--- src/rtl/lpc_io_pkg.sv ---
package lpc_io_pkg;
  localparam int ADDR_W = 16;
  localparam int NIB_N  = ADDR_W / 4;

  localparam logic [3:0] SYNC_READY = 4'h0;
  localparam logic [3:0] SYNC_ERR   = 4'hA;
  localparam logic [3:0] SYNC_SWAIT = 4'h5;
  localparam logic [3:0] SYNC_LWAIT = 4'h6;

  typedef enum logic [3:0] {
    S_IDLE, S_START, S_CTDIR, S_ADDR, S_WDATA, S_HTAR1, S_HTAR2,
    S_SYNC, S_RDATA, S_PTAR, S_ABORT
  } stateT;

  typedef enum logic [2:0] {
    NK_ZERO, NK_TYPE, NK_ADDR, NK_DLO, NK_DHI, NK_ONES
  } nibKindT;

  // strobes from control to datapath
  typedef struct packed {
    logic    load;
    logic    capLo;
    logic    capHi;
    logic    capAbort;
    logic    nextByte;
    nibKindT nibKind;
    logic [1:0] nibIdx;
  } dpCtlT;
endpackage

--- src/rtl/lpc_io_decode.sv ---
module lpc_io_decode #(
  parameter int NWIN = 2
) (
  input  logic [15:0]        addr,
  input  logic [2:0]         size,
  input  logic [NWIN*16-1:0] winLo,
  input  logic [NWIN*16-1:0] winHi,
  output logic               hit
);
  logic sizeOk;
  logic [16:0] lastAddr;
  logic [NWIN-1:0] winHit;

  assign sizeOk   = (size == 3'd1) || (size == 3'd2) || (size == 3'd4);
  assign lastAddr = {1'b0, addr} + {14'd0, size} - 17'd1;

  for (genvar g = 0; g < NWIN; g++) begin : gWin
    assign winHit[g] = (addr >= winLo[g*16 +: 16]) &&
                       (lastAddr <= {1'b0, winHi[g*16 +: 16]});
  end

  assign hit = sizeOk && (|winHit);
endmodule

--- src/rtl/lpc_io_dpath.sv ---
module lpc_io_dpath
  import lpc_io_pkg::*;
(
  input  logic        clk,
  input  logic        rstN,
  input  dpCtlT       ctl,
  input  logic        reqWrite,
  input  logic [15:0] reqAddr,
  input  logic [2:0]  reqSize,
  input  logic [31:0] reqWdata,
  input  logic [3:0]  ladIn,
  output logic        isWrite,
  output logic        lastByte,
  output logic [3:0]  ladOut,
  output logic [31:0] rdata
);
  logic [15:0] baseAddr;
  logic [15:0] byteAddr;
  logic [31:0] wReg;
  logic [31:0] rAcc;
  logic [2:0]  nBytes;
  logic [1:0]  byteIdx;
  logic [7:0]  wByte;

  assign byteAddr = baseAddr + {14'd0, byteIdx};
  assign wByte    = wReg[{byteIdx, 3'b000} +: 8];
  assign lastByte = ({1'b0, byteIdx} == (nBytes - 3'd1));
  assign rdata    = rAcc;

  always_ff @(posedge clk or negedge rstN) begin
    if (!rstN) begin
      baseAddr <= '0;
      wReg     <= '0;
      rAcc     <= '0;
      nBytes   <= 3'd1;
      byteIdx  <= '0;
      isWrite  <= 1'b0;
    end else if (ctl.load) begin
      baseAddr <= reqAddr;
      wReg     <= reqWdata;
      rAcc     <= '0;
      nBytes   <= reqSize;
      byteIdx  <= '0;
      isWrite  <= reqWrite;
    end else begin
      if (ctl.capLo)    rAcc[{byteIdx, 3'b000} +: 4] <= ladIn;
      if (ctl.capHi)    rAcc[{byteIdx, 3'b100} +: 4] <= ladIn;
      if (ctl.capAbort) rAcc[{byteIdx, 3'b000} +: 8] <= 8'hFF;
      if (ctl.nextByte) byteIdx <= byteIdx + 2'd1;
    end
  end

  always_comb begin
    case (ctl.nibKind)
      NK_ZERO: ladOut = 4'h0;
      NK_TYPE: ladOut = {2'b00, isWrite, 1'b0};
      NK_ADDR: ladOut = byteAddr[{ctl.nibIdx, 2'b00} +: 4];
      NK_DLO:  ladOut = wByte[3:0];
      NK_DHI:  ladOut = wByte[7:4];
      default: ladOut = 4'hF;
    endcase
  end
endmodule

--- src/rtl/lpc_io_ctrl.sv ---
module lpc_io_ctrl
  import lpc_io_pkg::*;
#(
  parameter int TMO_CLKS   = 8,
  parameter int ABORT_CLKS = 4
) (
  input  logic       clk,
  input  logic       rstN,
  input  logic       reqStart,
  input  logic       lowPower,
  input  logic       hit,
  input  logic       isWrite,
  input  logic       lastByte,
  input  logic [3:0] ladIn,
  output dpCtlT      ctl,
  output logic       lframeN,
  output logic       ladOe,
  output logic       busy,
  output logic       done,
  output logic       reqMiss
);
  localparam int CNT_W = $clog2(ABORT_CLKS + NIB_N + 1);
  localparam int TMO_W = $clog2(TMO_CLKS + 1);

  stateT state;
  logic [CNT_W-1:0] cnt;
  logic [TMO_W-1:0] tmo;
  logic accept, syncReady, syncWait, tmoHit, finish;

  assign accept    = (state == S_IDLE) && reqStart && !lowPower;
  assign syncReady = (ladIn == SYNC_READY) || (ladIn == SYNC_ERR);
  assign syncWait  = (ladIn == SYNC_SWAIT) || (ladIn == SYNC_LWAIT);
  assign tmoHit    = (state == S_SYNC) && !syncReady && !syncWait &&
                     (tmo == TMO_W'(TMO_CLKS - 1));
  assign finish    = ((state == S_PTAR) && (cnt == CNT_W'(1))) ||
                     ((state == S_ABORT) && (cnt == CNT_W'(ABORT_CLKS - 1)));

  always_comb begin
    ctl.load     = accept && hit;
    ctl.capLo    = (state == S_RDATA) && (cnt == '0);
    ctl.capHi    = (state == S_RDATA) && (cnt == CNT_W'(1));
    ctl.capAbort = tmoHit && !isWrite;
    ctl.nextByte = finish && !lastByte;
    ctl.nibIdx   = 2'(NIB_N - 1) - cnt[1:0];
    case (state)
      S_START: ctl.nibKind = NK_ZERO;
      S_CTDIR: ctl.nibKind = NK_TYPE;
      S_ADDR:  ctl.nibKind = NK_ADDR;
      S_WDATA: ctl.nibKind = (cnt == '0) ? NK_DLO : NK_DHI;
      default: ctl.nibKind = NK_ONES;
    endcase
  end

  assign busy    = (state != S_IDLE);
  assign lframeN = !((state == S_START) || (state == S_ABORT) ||
                     ((state == S_IDLE) && lowPower));
  assign ladOe   = (state == S_START) || (state == S_CTDIR) || (state == S_ADDR) ||
                   (state == S_WDATA) || (state == S_HTAR1) || (state == S_ABORT);

  always_ff @(posedge clk or negedge rstN) begin
    if (!rstN) begin
      state   <= S_IDLE;
      cnt     <= '0;
      tmo     <= '0;
      done    <= 1'b0;
      reqMiss <= 1'b0;
    end else begin
      done    <= 1'b0;
      reqMiss <= 1'b0;
      case (state)
        S_IDLE: if (accept) begin
          if (hit) state <= S_START;
          else     reqMiss <= 1'b1;
        end
        S_START: state <= S_CTDIR;
        S_CTDIR: begin state <= S_ADDR; cnt <= '0; end
        S_ADDR: if (cnt == CNT_W'(NIB_N - 1)) begin
          cnt   <= '0;
          state <= isWrite ? S_WDATA : S_HTAR1;
        end else cnt <= cnt + CNT_W'(1);
        S_WDATA: if (cnt == CNT_W'(1)) state <= S_HTAR1;
                 else cnt <= cnt + CNT_W'(1);
        S_HTAR1: state <= S_HTAR2;
        S_HTAR2: begin state <= S_SYNC; tmo <= '0; end
        S_SYNC: if (syncReady) begin
          cnt   <= '0;
          state <= isWrite ? S_PTAR : S_RDATA;
        end else if (syncWait) tmo <= '0;
        else if (tmoHit) begin
          cnt   <= '0;
          state <= S_ABORT;
        end else tmo <= tmo + TMO_W'(1);
        S_RDATA: if (cnt == CNT_W'(1)) begin
          cnt   <= '0;
          state <= S_PTAR;
        end else cnt <= cnt + CNT_W'(1);
        S_PTAR, S_ABORT: if (finish) begin
          cnt <= '0;
          if (lastByte) begin state <= S_IDLE; done <= 1'b1; end
          else state <= S_START;
        end else cnt <= cnt + CNT_W'(1);
        default: state <= S_IDLE;
      endcase
    end
  end
endmodule

--- src/rtl/lpc_io_host.sv ---
module lpc_io_host
  import lpc_io_pkg::*;
#(
  parameter int NWIN       = 2,
  parameter int TMO_CLKS   = 8,
  parameter int ABORT_CLKS = 4
) (
  input  logic               clk,
  input  logic               rstN,
  input  logic               reqStart,
  input  logic               reqWrite,
  input  logic [15:0]        reqAddr,
  input  logic [2:0]         reqSize,
  input  logic [31:0]        reqWdata,
  input  logic [NWIN*16-1:0] winLo,
  input  logic [NWIN*16-1:0] winHi,
  input  logic               lowPower,
  output logic               busy,
  output logic               done,
  output logic               reqMiss,
  output logic [31:0]        rdata,
  output logic               lframeN,
  output logic [3:0]         ladOut,
  output logic               ladOe,
  input  logic [3:0]         ladIn
);
  dpCtlT ctl;
  logic hit, isWrite, lastByte;

  lpc_io_decode #(.NWIN(NWIN)) u_dec (
    .addr(reqAddr), .size(reqSize), .winLo(winLo), .winHi(winHi), .hit(hit)
  );

  lpc_io_ctrl #(.TMO_CLKS(TMO_CLKS), .ABORT_CLKS(ABORT_CLKS)) u_ctrl (
    .clk(clk), .rstN(rstN), .reqStart(reqStart), .lowPower(lowPower),
    .hit(hit), .isWrite(isWrite), .lastByte(lastByte), .ladIn(ladIn),
    .ctl(ctl), .lframeN(lframeN), .ladOe(ladOe), .busy(busy),
    .done(done), .reqMiss(reqMiss)
  );

  lpc_io_dpath u_dp (
    .clk(clk), .rstN(rstN), .ctl(ctl), .reqWrite(reqWrite),
    .reqAddr(reqAddr), .reqSize(reqSize), .reqWdata(reqWdata),
    .ladIn(ladIn), .isWrite(isWrite), .lastByte(lastByte),
    .ladOut(ladOut), .rdata(rdata)
  );
endmodule

--- config.mk ---
export PLATFORM = sky130hd
export DESIGN_NAME = lpc_io_host
export DESIGN_NICKNAME = d
export VERILOG_FILES = /design/src/rtl/lpc_io_pkg.sv /design/src/rtl/lpc_io_decode.sv /design/src/rtl/lpc_io_dpath.sv /design/src/rtl/lpc_io_ctrl.sv /design/src/rtl/lpc_io_host.sv
export SDC_FILE = /design/constraint.sdc
export NUM_CORES = 1
export LEC_CHECK = 0
export BUFFER_PORTS_ARGS = -buffer_cell sky130_fd_sc_hd__buf_4
export CELL_PAD_IN_SITES_DETAIL_PLACEMENT = 0
export CELL_PAD_IN_SITES_GLOBAL_PLACEMENT = 1
export CORE_UTILIZATION = 28
export CTS_CLUSTER_SIZE = 30
export DETAILED_ROUTE_END_ITERATION = 12
export PLACE_DENSITY = 0.7
export SYNTH_ARGS = -nofsm -noshare
export SYNTH_HDL_FRONTEND = slang
export SYNTH_SLANG_ARGS = --single-unit
--- constraint.sdc ---
create_clock -name clk -period 3.6 [get_ports clk]
set_clock_uncertainty 0.1 [all_clocks]
set_input_delay 0.18 -clock clk [delete_from_list [all_inputs] [get_ports clk]]
set_output_delay 0.18 -clock clk [all_outputs]
set_load 0.02 [all_outputs]
* Word-level counts from Yosys, hierarchy flattened *
Cells that the tools add are included.

operators by class
  magnitude comparators = 4
  equal/unequal tests = 35
  add/sub/neg operators = 10
  shifts and indexed selects = 8
  reductions and logical operators = 47
  multiplexer cells = 45

operators by type and width
  cell                                                         number
  2-to-1 mux 32 bit                                            6
  bitwise mux 32 bit                                           3
  2-to-1 mux 4 bit                                             19
  variable shift 4 x 7 -> 32 bit (first input constant)        2
  variable part select 4 x 7 -> 32 bit                         2
  case mux 4 bit (10 select lines)                             1
  <= comparator 17 x 16 -> 1 bit                               2
  greater-or-equal comparator 16 bit                           2
  variable shift 8 x 7 -> 32 bit (first input constant)        1
  variable part select 32 x 6 -> 8 bit                         1
  variable part select 8 x 7 -> 32 bit (first input constant)  1
  equality test 4 x 3 -> 1 bit (second input constant)         7
  case mux 4 bit (6 select lines)                              1
  case mux 4 bit (5 select lines)                              1
  adder 16 x 3 -> 17 bit                                       1
  subtractor 17 x 1 -> 17 bit (second input constant)          1
  adder 16 x 2 -> 16 bit                                       1
  equality test 4 bit (second input constant)                  4
  logical AND 1 bit                                            16
  variable part select 16 x 5 -> 4 bit                         1
  negator 5 -> 7 bit                                           2
  equality test 4 x 2 -> 1 bit (second input constant)         3
  logical NOT 4 bit                                            3
  logical OR 1 bit                                             12
  other kinds (27)                                             56

word-level totals
  input bits = 124
  logic and storage cells = 160
  output and inout port bits = 41
  register bits = 100

* Logic depth before layout (Yosys ltp) *
Gate-level depths: netlist of the first run.

  word-level depth = 14
  depth in mapped cells = 24
  mapped depth without buffers = 22

* Modules after synthesis *
From an unflattened synthesis of the first run, not the netlist that was laid out.

second synthesis, totals
  cells, all modules = 885
  area, all modules = 7938.9 um2

by module, submodules not included
  module         sequential area each (um2)  area an instance (um2)  cells each  times used
  lpc_io_dpath   2153.3                      4345.4                  399         1
  lpc_io_decode  0.0                         2388.5                  335         1
  lpc_io_ctrl    350.3                       1204.9                  151         1

* Least setup slack after synthesis of the first run *
Ideal clock, no wire load.

  path kind = input port to flip-flop
  start = input port reqAddr[1]
  end = register u_dp.wReg[20]
  path buffers = 2
  arrival = 4.186 ns
  setup time = 0.125 ns
  setup slack = -0.811 ns
  required time = 3.375 ns
  cell stages on the path = 24
  cell sequence = inv_1 -> ha_1 -> inv_1 -> ha_1 -> inv_1 -> fa_1 -> nor2b_1 -> o21ai_0 -> a21o_1 -> a31oi_1 -> a21o_1 -> a21oi_1 -> xnor2_1 -> ha_1 -> o21ai_0 -> nor2_1 -> o21ai_0 -> a21oi_1 -> o31ai_1 -> a32oi_1 -> nor4b_4 -> buf_6 -> buf_6 -> mux2_4

on the way
  cells in the longest elaborated chain, start to end = 7
  elaborated cells on any way between the ends = 11
  those cells by class = add/sub: 2; order compare: 4; reduce/logical: 5

ends and longest elaborated chain
  item                            line                 text
  from (decl)                     lpc_io_host.sv:12    input logic [15:0] reqAddr,
  adder 16 x 3 -> 17 bit          lpc_io_decode.sv:15  assign lastAddr = {1'b0, addr} + {14'd0, size} - 17'd1;
  subtractor 17 x 1 -> 17 bit     lpc_io_decode.sv:15
  <= comparator 17 x 16 -> 1 bit  lpc_io_decode.sv:19  (lastAddr <= {1'b0, winHi[g*16 +: 16]});
  logical AND 1 bit               lpc_io_decode.sv:18  assign winHit[g] = (addr >= winLo[g*16 +: 16]) &&
  OR reduction 2 bit *            lpc_io_decode.sv:22  assign hit = sizeOk && (|winHit);
  logical AND 1 bit *             lpc_io_decode.sv:22
  logical AND 1 bit *             lpc_io_ctrl.sv:39    ctl.load = accept && hit;
  to (signal assigned)            lpc_io_dpath.sv:40   wReg <= reqWdata;
  to (decl)                       lpc_io_dpath.sv:19   logic [31:0] wReg;

Every way passes the cells marked *; elsewhere a longest branch is shown, timed or not.
A chain may end at the register's enable or synchronous reset.

* Worst setup path after layout of the first run *
  start = input port reqAddr[2]
  end = register u_dp.wReg[13]

Same word-level chain as after synthesis.

==> impl_metrics.toml, run 1 <==
[run_status]
status = "complete, but fails checks"
violations = "setup timing"

[timing]
worst_pin_slew_ns = 0.828
grt_setup_unrepaired = "true"
worst_slack_ns = -0.614
final.period_utilization = 1.17
fin_setup_tns_ns = -47.41
min_period_ns = 4.21
setup_viol = 88
hold_viol = 0
drv_slew = 0
fin_hold_ws_ns = 0.0632
fmax_mhz = 237
max_slew_margin = 0.443

[critical_path]
cp_common_cell = "buf_4"
cp_num_buf_inv = 6
worstPathRequired_ns = 3.73
worst_setup_path_end_kind = "flip-flop"
start_kind = "input port"
r2r_start = "u_ctrl.state[0]"
reg2reg_slack_ns = 0.78
worstPathMaxFanout = 6
path_cells = "buf_4 > inv_1 > ha_4 > inv_1 > ha_1 > a211oi_2 > o21ai_2 > o22ai_4 > o21ai_4 > a31oi_2 > o21ai_0 > xnor2_1 > ha_1 > and4_1 > nand4_1 > a31oi_1 > o31ai_2 > a32oi_2 > nor4b_4 > buf_4 > buf_12 > buf_4 > mux2_2"
r2r_end = "u_dp.wReg[13]"
critPathKind = "in -> reg"
critPathMaxStageDelay_ns = 0.33
crit_family = "compound AO/OA/AOI/OAI gates"
crit_slowest_cell = "mux2_2"
crit_start = "reqAddr[2]"
worstPathArrival_ns = 4.35
ff2ff_path_depth = 8

[finish]
drive_above_1_share = 0.343
syn2layout_area_growth_pct = 44.2
n_antenna_cell = 0
utilization = 0.412
final_common_cell = "buf_4"
fin_nets = 1336
mostFrequentLayoutCells = "buf_4 (237), dfrtp_1 (99), inv_1 (90), ha_1 (90), nand2_1 (61)"
final_cells = 1462

[placement]
io_buffer_count = 164
dp_cells = 1397
post-place-ws_ns = -1.22
hpwl_um = 17700
gp_congestion = 0.818

[die]
die_w_um = 168
fp.coreArea_um2 = 27000
fp.dieArea_um2 = 28100
num_rows = 60
io_pins = 165
die_y_um = 168
start_util = 0.286

[logic_synthesis]
synth_nets = 1061
synth.cell_area_um2 = 7690
yosys.area_share.simple = 0.152
synth-main-ff-cell = "dfrtp_1"
muxShareOfSynthArea = 0.114
ys.warnings.count = 0
ys_seq_area_frac = 0.325
synth_top_family_by_area = "adder cells"
synthXorXnorAreaFrac = 0.0398
synthCells = 841
yosys.cell_types.count = 60
synth-async-reset-ratio = 1.00
synthAdderAreaFrac = 0.158
synth-compound-area-share = 0.148
synth_edf_count = 0
avgSynthCellArea_um2 = 9.15
synth-seq-cells = 100

[hold_path]
whs_path_depth = 2
min_from = "reqAddr[15]"
holdPathEnd = "u_dp.baseAddr[15]"
hold_class = "in -> reg"

[cts]
ctsLongestPathBuffers = 2
cts_tree = "yes"
clock_sinks = 100
h-tree-depth = 3
clk_pin_slew_ns = 0.07
cts_root_buf = "clkbuf_16"
cts_buffers = 9
clk_latency_ns = 0.35

[route]
initialDrtViolationCount = 365
wirelength_um = 22500
vias = 6908
remaining_drc_errors = 0
avgRoutedWirePerCell_um = 15.4
viasPerCell = 4.73
final_antenna_net_count = 0
drtPass1Iterations = 4

[global_route]
grt-ovfl-total = 0
antenna_found_initial = 0
grt_pass1_vias = 7077
grt_max_degree = 48
grt_usage = 0.163
grt_pass1_wl_um = 36400

[pwr]
p_leak_uw = 0.00552
p_per_area_nw_per_um2 = 456
ir_drop_v = 0.000253

[flow_run]
cap_violations = 0
## routing by layer
layer | vias up | wire [um] | part of all wire | global-route usage
met3 | 29 | 669 | 0.030 | 0.0240
met5 | - | 0 | 0 | 0
met1 | 3235 | 10300 | 0.46 | 0.208
li1 | 3518 | - | - | -
met4 | 0 | 414 | 0.018 | 0.0415
met2 | 126 | 11200 | 0.50 | 0.288
## registers in the layout, summed over array words and instances (netlist names)
register	cells
u_dp.baseAddr	16
u_dp.wReg	32
u_dp.rdata	32
u_ctrl.state	4
u_ctrl.tmo	4
u_ctrl.reqMiss	1
u_dp.nBytes	3
u_ctrl.done	1
u_ctrl.cnt	4
u_dp.isWrite	1
u_dp.byteIdx	2
## area by class of cell
type	count	area [um2]
clock inverter	7	91.3
fill	2717	15900
timing repair buffer	290	2460
tap	341	427
sequential	100	2500
clock buffer	9	225
multi-input combinational	618	5000
inverter	97	382
## worst max-delay path by stage
| stage | to | slack [ns] | depth (start not counted) |
|---|---|---|---|
| final | u_dp.wReg[13] | -0.61 | 23 |
| after global routing | u_dp.isWrite | -0.87 | 26 |
| after CTS | u_dp.wReg[3] | -0.66 | 26 |
| after detailed placement | u_dp.wReg[18] | -1.22 | 24 |
| after global placement | u_dp.wReg[10] | -1.19 | 24 |
| after floorplan | u_dp.wReg[20] | -0.63 | 24 |
## through the flow
stage	instance area, um2	power (uW)
after floorplan	7760	3050
after global placement	9930	3880
after detailed placement	9930	3910
after CTS	11000	5090
after global routing	11100	5420
final	11100	5050
## where the power goes
part	total, uW	internal (uW)	switching, uW	leakage, uW
logic	2420	1180	1240	0.00401
clock network	1030	607	428	0.000155
registers	1610	1380	222	0.00136
total	5050	3170	1890	0.00552
## logic make-up (layout without fill, tap and decap cells)
kind of cell / Yosys count / after routing
and+or+nand+nor: 239 / 239
AOI/OAI and AO/OA: 183 / 183
buffers and inverters: 123 / 403
DFF: 100 / 100
adders and majority gates: 96 / 96
muxes: 65 / 65
xor gates and xnor gates: 35 / 35
## cells in the mapped netlist (all sizes together) (2+ instances only)
library cell / n / area, um2
dfrtp: 99 / 2480
inv: 95 / 357
ha: 94 / 1180
a21oi: 63 / 315
nand2: 62 / 233
nor2: 55 / 206
mux2: 50 / 601
o21ai: 46 / 245
nor3: 40 / 200
a211oi: 18 / 135
xor2: 18 / 158
nand3: 17 / 85.1
xnor2: 17 / 149
a21o: 16 / 120
buf: 14 / 77.6
nand4: 13 / 81.3
clkbuf: 12 / 45.0
nand2b: 11 / 68.8
nor2b: 11 / 68.8
mux4: 10 / 225
o31ai: 9 / 72.6
or2: 8 / 50.1
a31oi: 5 / 31.3
and3: 5 / 31.3
mux2i: 5 / 50.1
and2: 4 / 25.0
nand3b: 4 / 30.0
o21bai: 4 / 30.0
a21boi: 3 / 22.5
a221oi: 3 / 26.3
o21a: 3 / 22.5
a211o: 2 / 17.5
a32oi: 2 / 17.5
clkinv: 2 / 7.51
fa: 2 / 40.0
nor3b: 2 / 15.0
o211ai: 2 / 15.0
## what timing repair did
action | in CTS | in global routing
resized for setup | 68 | 16
endpoints found under the hold margin | 77 | 0
pin swaps | 22 | 17
setup endpoints to repair | 88 | 88
setup buffers | 10 | 3
hold buffers | 34 | 0
cloned | 5 | 0
Power figures use the tool's default switching activity.
==> run 2, diff against run 1 <==
--- a/config.mk
+++ b/config.mk
@@ -11,7 +11,7 @@
 export CORE_UTILIZATION = 28
 export CTS_CLUSTER_SIZE = 30
 export DETAILED_ROUTE_END_ITERATION = 12
-export PLACE_DENSITY = 0.7
+export PLACE_DENSITY = 0.72
 export SYNTH_ARGS = -nofsm -noshare
 export SYNTH_HDL_FRONTEND = slang
 export SYNTH_SLANG_ARGS = --single-unit
==> constraint.sdc (replaced) <==
create_clock -name clk -period 3.84 [get_ports clk]
set_clock_uncertainty 0.1 [all_clocks]
set_input_delay 0.192 -clock clk [delete_from_list [all_inputs] [get_ports clk]]
set_output_delay 0.192 -clock clk [all_outputs]
set_load 0.02 [all_outputs]
==> run 2 against run 1 <==
Against the previous run:
- the flow still finishes with violations (setup timing)
- count of clock-buffer cells in the layout is the same
- register-to-register slack gained 0.17 ns
- clock power shrank 11%
- wire length grew 0.79%
- combinational power shrank 5%
- die area is the same
- final area shrank 0.25%
- global-route usage shrank 0.10 points
- worst setup slack gained 0.18 ns
- sequential power shrank 6%
- via count shrank 0.64%
- largest power group unchanged
==> impl_metrics.toml, run 2 (synthesis results as in run 1) <==
[run_status]
status = "complete, but fails checks"
violations = "setup timing"

[timing]
setup_viol = 88
fmax_mhz = 234
worst_pin_slew_ns = 0.973
grt_setup_unrepaired = "true"
fin_hold_ws_ns = 0.0334
min_period_ns = 4.28
hold_viol = 0
drv_slew = 0
worst_slack_ns = -0.435
final.period_utilization = 1.11
max_slew_margin = 0.351

[die]
die_y_um = 168
fp.coreArea_um2 = 27000
num_rows = 60
fp.dieArea_um2 = 28100
io_pins = 165
die_w_um = 168
start_util = 0.286

[route]
initialDrtViolationCount = 351
drtPass1Iterations = 4
vias = 6864
viasPerCell = 4.72
final_antenna_net_count = 0
wirelength_um = 22700
avgRoutedWirePerCell_um = 15.6
remaining_drc_errors = 0

[hold_path]
hold_class = "in -> reg"

[critical_path]
cp_common_cell = "buf_4"
start_kind = "input port"
critPathKind = "in -> reg"
crit_slowest_cell = "nor4b_4"
worstPathArrival_ns = 4.41
critPathMaxStageDelay_ns = 0.36
worstPathRequired_ns = 3.97
worstPathMaxFanout = 5
worst_setup_path_end_kind = "flip-flop"

[finish]
syn2layout_area_growth_pct = 43.8
seq_area_um2 = 2500
fin_nets = 1329
final_common_cell = "buf_4"
fill_cells = 2670
drive_above_1_share = 0.334
n_antenna_cell = 0
final_area_um2 = 11100
multi_input_area_um2 = 5050
mostFrequentLayoutCells = "buf_4 (232), dfrtp_1 (99), inv_1 (89), ha_1 (89), nand2_1 (60)"

[global_route]
grt_max_degree = 75
grt-ovfl-total = 0
grt_pass1_vias = 6868
grt_usage = 0.162
antenna_found_initial = 0
grt_pass1_wl_um = 35900

[cts]
clk_pin_slew_ns = 0.07
cts_buffers = 9
ctsLongestPathBuffers = 2
clk_latency_ns = 0.35
cts_root_buf = "clkbuf_16"
cts_tree = "yes"
clock_sinks = 100
h-tree-depth = 3

[placement]
io_buffer_count = 164
place_area_um2 = 9790
hpwl_um = 17300
post-place-ws_ns = -0.990
gp_congestion = 0.814

[pwr]
finalPower_uw = 4730
p_per_area_nw_per_um2 = 427
ir_drop_v = 0.000263
p_leak_uw = 0.00549

[flow_run]
cap_violations = 0
run 2: changes by cell type in the layout (fill, tap and decap cells not counted), moves of 2 or more:
cell / change
buf_4: -5
buf_8: -5
clkinvlp_4: +2
a21oi_1: +8
clkinv_2: -2
mux2_4: +9
a21oi_2: -8
mux2_2: -9
run 2: area by class of cell:
type,count,area share
inverters,97,0.0345
repair buffers,283,0.218
well taps,341,0.0386
clock inverters,6,0.00599
multi-input cells,618,0.457
flip-flops and latches,100,0.226
clock buffers,9,0.0204
run 2: stage by stage:
step,instances,utilization,setup TNS (ns)
2_1_floorplan,841,-,-26.78
3_3_place_gp,1383,0.363,-75.20
3_5_place_dp,1383,0.363,-80.10
4_1_cts,1449,0.402,-36.23
5_1_grt,1454,0.411,-47.74
6_report,1454,0.411,-27.39
run 2: path summary, 6_finish.rpt:
| check | endpoint | start | depth (start not counted) | slack [ns] |
|---|---|---|---|---|
| max in group asynchronous | u_dp.wReg[4] | rstN | 3 | 2.28 |
| min in group asynchronous | u_ctrl.done | rstN | 2 | 0.43 |
| max | u_dp.wReg[2] | reqSize[1] | 28 | -0.44 |
| min reg2reg | u_ctrl.tmo[3] | u_ctrl.tmo[3] | 1 | 0.38 |
| max reg2reg | u_dp.wReg[2] | u_ctrl.state[1] | 9 | 0.95 |
| min | u_dp.baseAddr[14] | reqAddr[14] | 2 | 0.03 |
run 2: worst max-delay path, delay by kind of cell:
| family | cells | cell delay, ns |
|---|---|---|
| buffers and inverters | 11 | 1.26 |
| muxes | 1 | 0.29 |
| and+or+nand+nor | 3 | 0.60 |
| adders and majority gates | 3 | 0.70 |
| AOI/OAI and AO/OA | 9 | 1.18 |
| xor gates and xnor gates | 1 | 0.16 |
run 2: repair_timing:
item / in CTS / in global routing
hold buffers: 35 / 0
endpoints found under the hold margin: 106 / 0
gates resized for setup: 41 / 45
gates cloned: 5 / 1
endpoints found under the setup margin: 88 / 88
pin swaps: 9 / 29
buffers inserted: 12 / 5
run 2: layer usage:
layer | share of wire | global-route usage | vias up
met5 | 0 | 0 | -
li1 | - | - | 3498
met4 | 0.0073 | 0.0275 | 0
met1 | 0.47 | 0.217 | 3238
met3 | 0.031 | 0.0280 | 11
met2 | 0.49 | 0.276 | 117
run 2: power by group:
part	total (uW)	switching, uW	internal (uW)
Sequential	1510	217	1300
Clock	916	414	502
Combinational	2300	1170	1130
==> run 3, diff against run 2 <==
--- a/config.mk
+++ b/config.mk
@@ -5,13 +5,14 @@
 export SDC_FILE = /design/constraint.sdc
 export NUM_CORES = 1
 export LEC_CHECK = 0
+export ABC_AREA = 1
 export BUFFER_PORTS_ARGS = -buffer_cell sky130_fd_sc_hd__buf_4
 export CELL_PAD_IN_SITES_DETAIL_PLACEMENT = 0
 export CELL_PAD_IN_SITES_GLOBAL_PLACEMENT = 1
 export CORE_UTILIZATION = 28
 export CTS_CLUSTER_SIZE = 30
 export DETAILED_ROUTE_END_ITERATION = 12
-export PLACE_DENSITY = 0.72
+export PLACE_DENSITY = 0.75
 export SYNTH_ARGS = -nofsm -noshare
 export SYNTH_HDL_FRONTEND = slang
 export SYNTH_SLANG_ARGS = --single-unit
==> run 3 against run 2 <==
Against the previous run:
- the flow now finishes without violations
- clock power rose by 0.5%
- worst setup slack improved by 0.62 ns
- global-route usage shrank 0.18 points
- synthesized cell count increased by 34%
- cell count rose by 20%
- synthesized area increased by 3.5%
- final area rose by 1.3%
- combinational power increased by 17%
- non-clock buffer count shrank 26
- sequential power up 6%
- via count rose by 16%
- register-to-register slack worse by 0.14 ns
- highest routed layer unchanged
==> impl_metrics.toml, run 3 <==
[logic_synthesis]
yosysMostFrequentCell = "nand2_1"
synth.cell_area_um2 = 7970
yosys.cell_types.count = 45
yosys.area.top_type_share = 0.311
synth_edf_count = 0
synth-main-ff-cell = "dfrtp_1"
synth-seq-cells = 100
ys.warnings.count = 0
synthTopCellsByCount = "nand2_1 (244), inv_1 (232), o21ai_0 (134)"
synth-async-reset-ratio = 1.00
synth_nets = 1344
avgSynthCellArea_um2 = 7.09
ys_seq_area_frac = 0.314
synth_top_area_cell = "dfrtp_1"
synthCells = 1124
synth_area_leaders = "dfrtp_1 (31%), ha_1 (15%), nand2_1 (11%)"

[critical_path]
cp_num_buf_inv = 8
path_depth = 30
critPathKind = "in -> reg"
reg2reg_slack_ns = 0.81
crit_family = "simple AND/OR/NAND/NOR gates"
r2r_end = "u_dp.rdata[7]"
ff2ff_path_depth = 8
worstPathArrival_ns = 3.83
cp_common_cell = "nand2_1"
crit_slowest_cell = "ha_1"
r2r_start = "u_dp.byteIdx[0]"
start_kind = "input port"
worstPathMaxFanout = 7
critPathMaxStageDelay_ns = 0.32
worst_setup_path_end_kind = "flip-flop"
worstPathRequired_ns = 4.02

[placement]
gp_congestion = 0.862
place_area_um2 = 9910
hpwl_um = 18500
io_buffer_count = 164

[global_route]
grt-ovfl-total = 0
antenna_found_initial = 0
grt_max_degree = 55
grt_usage = 0.160
grt_pass1_vias = 7650
grt_pass1_wl_um = 37000

[timing]
final.period_utilization = 0.951
hold_viol = 0
worst_pin_slew_ns = 0.809
fin_setup_tns_ns = 0
setup_viol = 0
grt_setup_unrepaired = "true"
min_period_ns = 3.65
drv_slew = 0
max_slew_margin = 0.458
fmax_mhz = 274

[die]
start_util = 0.286
io_pins = 165
die_y_um = 171
die_w_um = 171
fp.coreArea_um2 = 27900
fp.dieArea_um2 = 29100
num_rows = 61

[route]
drtPass1Iterations = 5
wirelength_um = 24200
remaining_drc_errors = 0
avgRoutedWirePerCell_um = 13.8
vias = 7978
initialDrtViolationCount = 332
final_antenna_net_count = 0
viasPerCell = 4.56

[cts]
cts_root_buf = "clkbuf_16"
h-tree-depth = 3
ctsLongestPathBuffers = 2
clk_latency_ns = 0.35
clk_pin_slew_ns = 0.07
cts_tree = "yes"
cts_buffers = 9
clock_sinks = 100

[pwr]
power_frac_comb = 0.516
clockPowerShare = 0.177
ir_drop_v = 0.000239
swShare = 0.430
power_switching_uw = 2240
power_frac_seq = 0.308
p_leak_uw = 0.00597
p_int_uw = 2970
p_per_area_nw_per_um2 = 465

[finish]
final_common_cell = "inv_1"
n_antenna_cell = 0
fin_nets = 1588
drive_above_1_share = 0.243
syn2layout_area_growth_pct = 40.7
mostFrequentLayoutCells = "inv_1 (226), nand2_1 (215), buf_4 (205), dfrtp_1 (99), ha_1 (89)"
final_area_um2 = 11200

[hold_path]
hold_class = "in -> reg"
min_from = "reqAddr[7]"
whs_path_depth = 3
holdPathEnd = "u_dp.baseAddr[7]"

[run_status]
status = "completed"

[flow_run]
cap_violations = 0
-- run 3: layout make-up --
class,count,area (um2)
inverter,235,908
fill,2912,16600
timing repair buffer,257,2230
clock inverter,4,48.8
sequential,100,2500
tap,378,473
multi-input combinational,765,4810
clock buffer,11,243
-- run 3: power groups by stage --
stage          sequential [uW]  clock (uW)  combinational, uW
2_1_floorplan             1650           0               1490
3_3_place_gp              1610           0               2460
3_5_place_dp              1620           0               2490
4_1_cts                   1600         951               2530
5_1_grt                   1640         992               3020
6_report                  1600         921               2690
-- run 3: worst max path at each step --
stage	start	endpoint	slack, ns
after floorplan	reqAddr[1]	u_dp.wReg[0]	0.08
after global placement	reqAddr[1]	u_dp.baseAddr[12]	-0.39
after detailed placement	reqAddr[1]	u_dp.baseAddr[10]	-0.50
after CTS	reqAddr[1]	u_dp.rdata[25]	-0.002
after global routing	reqSize[1]	u_dp.wReg[10]	-0.09
final	reqAddr[2]	u_dp.wReg[10]	0.19
-- run 3: metal layers --
layer / routed length (um) / up-vias / part of all wire / global-route usage
met4: 270 / 0 / 0.011 / 0.0353
met1: 11400 / 3644 / 0.47 / 0.211
met5: 0 / - / 0 / 0
li1: - / 4119 / - / -
met3: 938 / 21 / 0.039 / 0.0190
met2: 11600 / 194 / 0.48 / 0.280
-- run 3: cell families (layout without fill, tap and decap cells) --
logic type      after synthesis  in the layout  synth area share
simple gates                385            385             0.200
flops                       100            100             0.314
fa+ha+maj                    96             96             0.153
compound gates              262            262             0.182
buf+inv                     259            507             0.128
xor+xnor                     22             22            0.0242
-- run 3: through the flow --
stage / cells / hold WS (ns) / setup slack (ns) / total power [uW] / utilization
3_5_place_dp: 1686 / 0.196 / -0.500 / 4100 / 0.356
2_1_floorplan: 1124 / -0.204 / 0.0798 / 3150 / -
4_1_cts: 1735 / 0.0487 / -0.00152 / 5080 / 0.379
6_report: 1750 / 0.0485 / 0.187 / 5210 / 0.402
5_1_grt: 1750 / 0.0534 / -0.0863 / 5660 / 0.402
3_3_place_gp: 1686 / 0.194 / -0.388 / 4070 / 0.356
-- run 3: repair_timing --
action / in CTS / in global routing
setup endpoints to repair: 85 / 91
resized for setup: 7 / 159
pin swaps: 3 / 28
buffers inserted: 0 / 6
hold buffers: 34 / 0
cloned: 0 / 9
hold endpoints to repair: 85 / 0
-- run 3: worst reg2reg max path: cells and delay by family (launching register included) --
kind / cells / cell delay, ns
buffers and inverters: 4 / 0.98
AND/OR/NAND/NOR: 2 / 0.73
AO/OA/AOI/OAI: 1 / 0.20
flip-flops: 1 / 0.39
adder cells (fa/ha/maj): 1 / 0.56
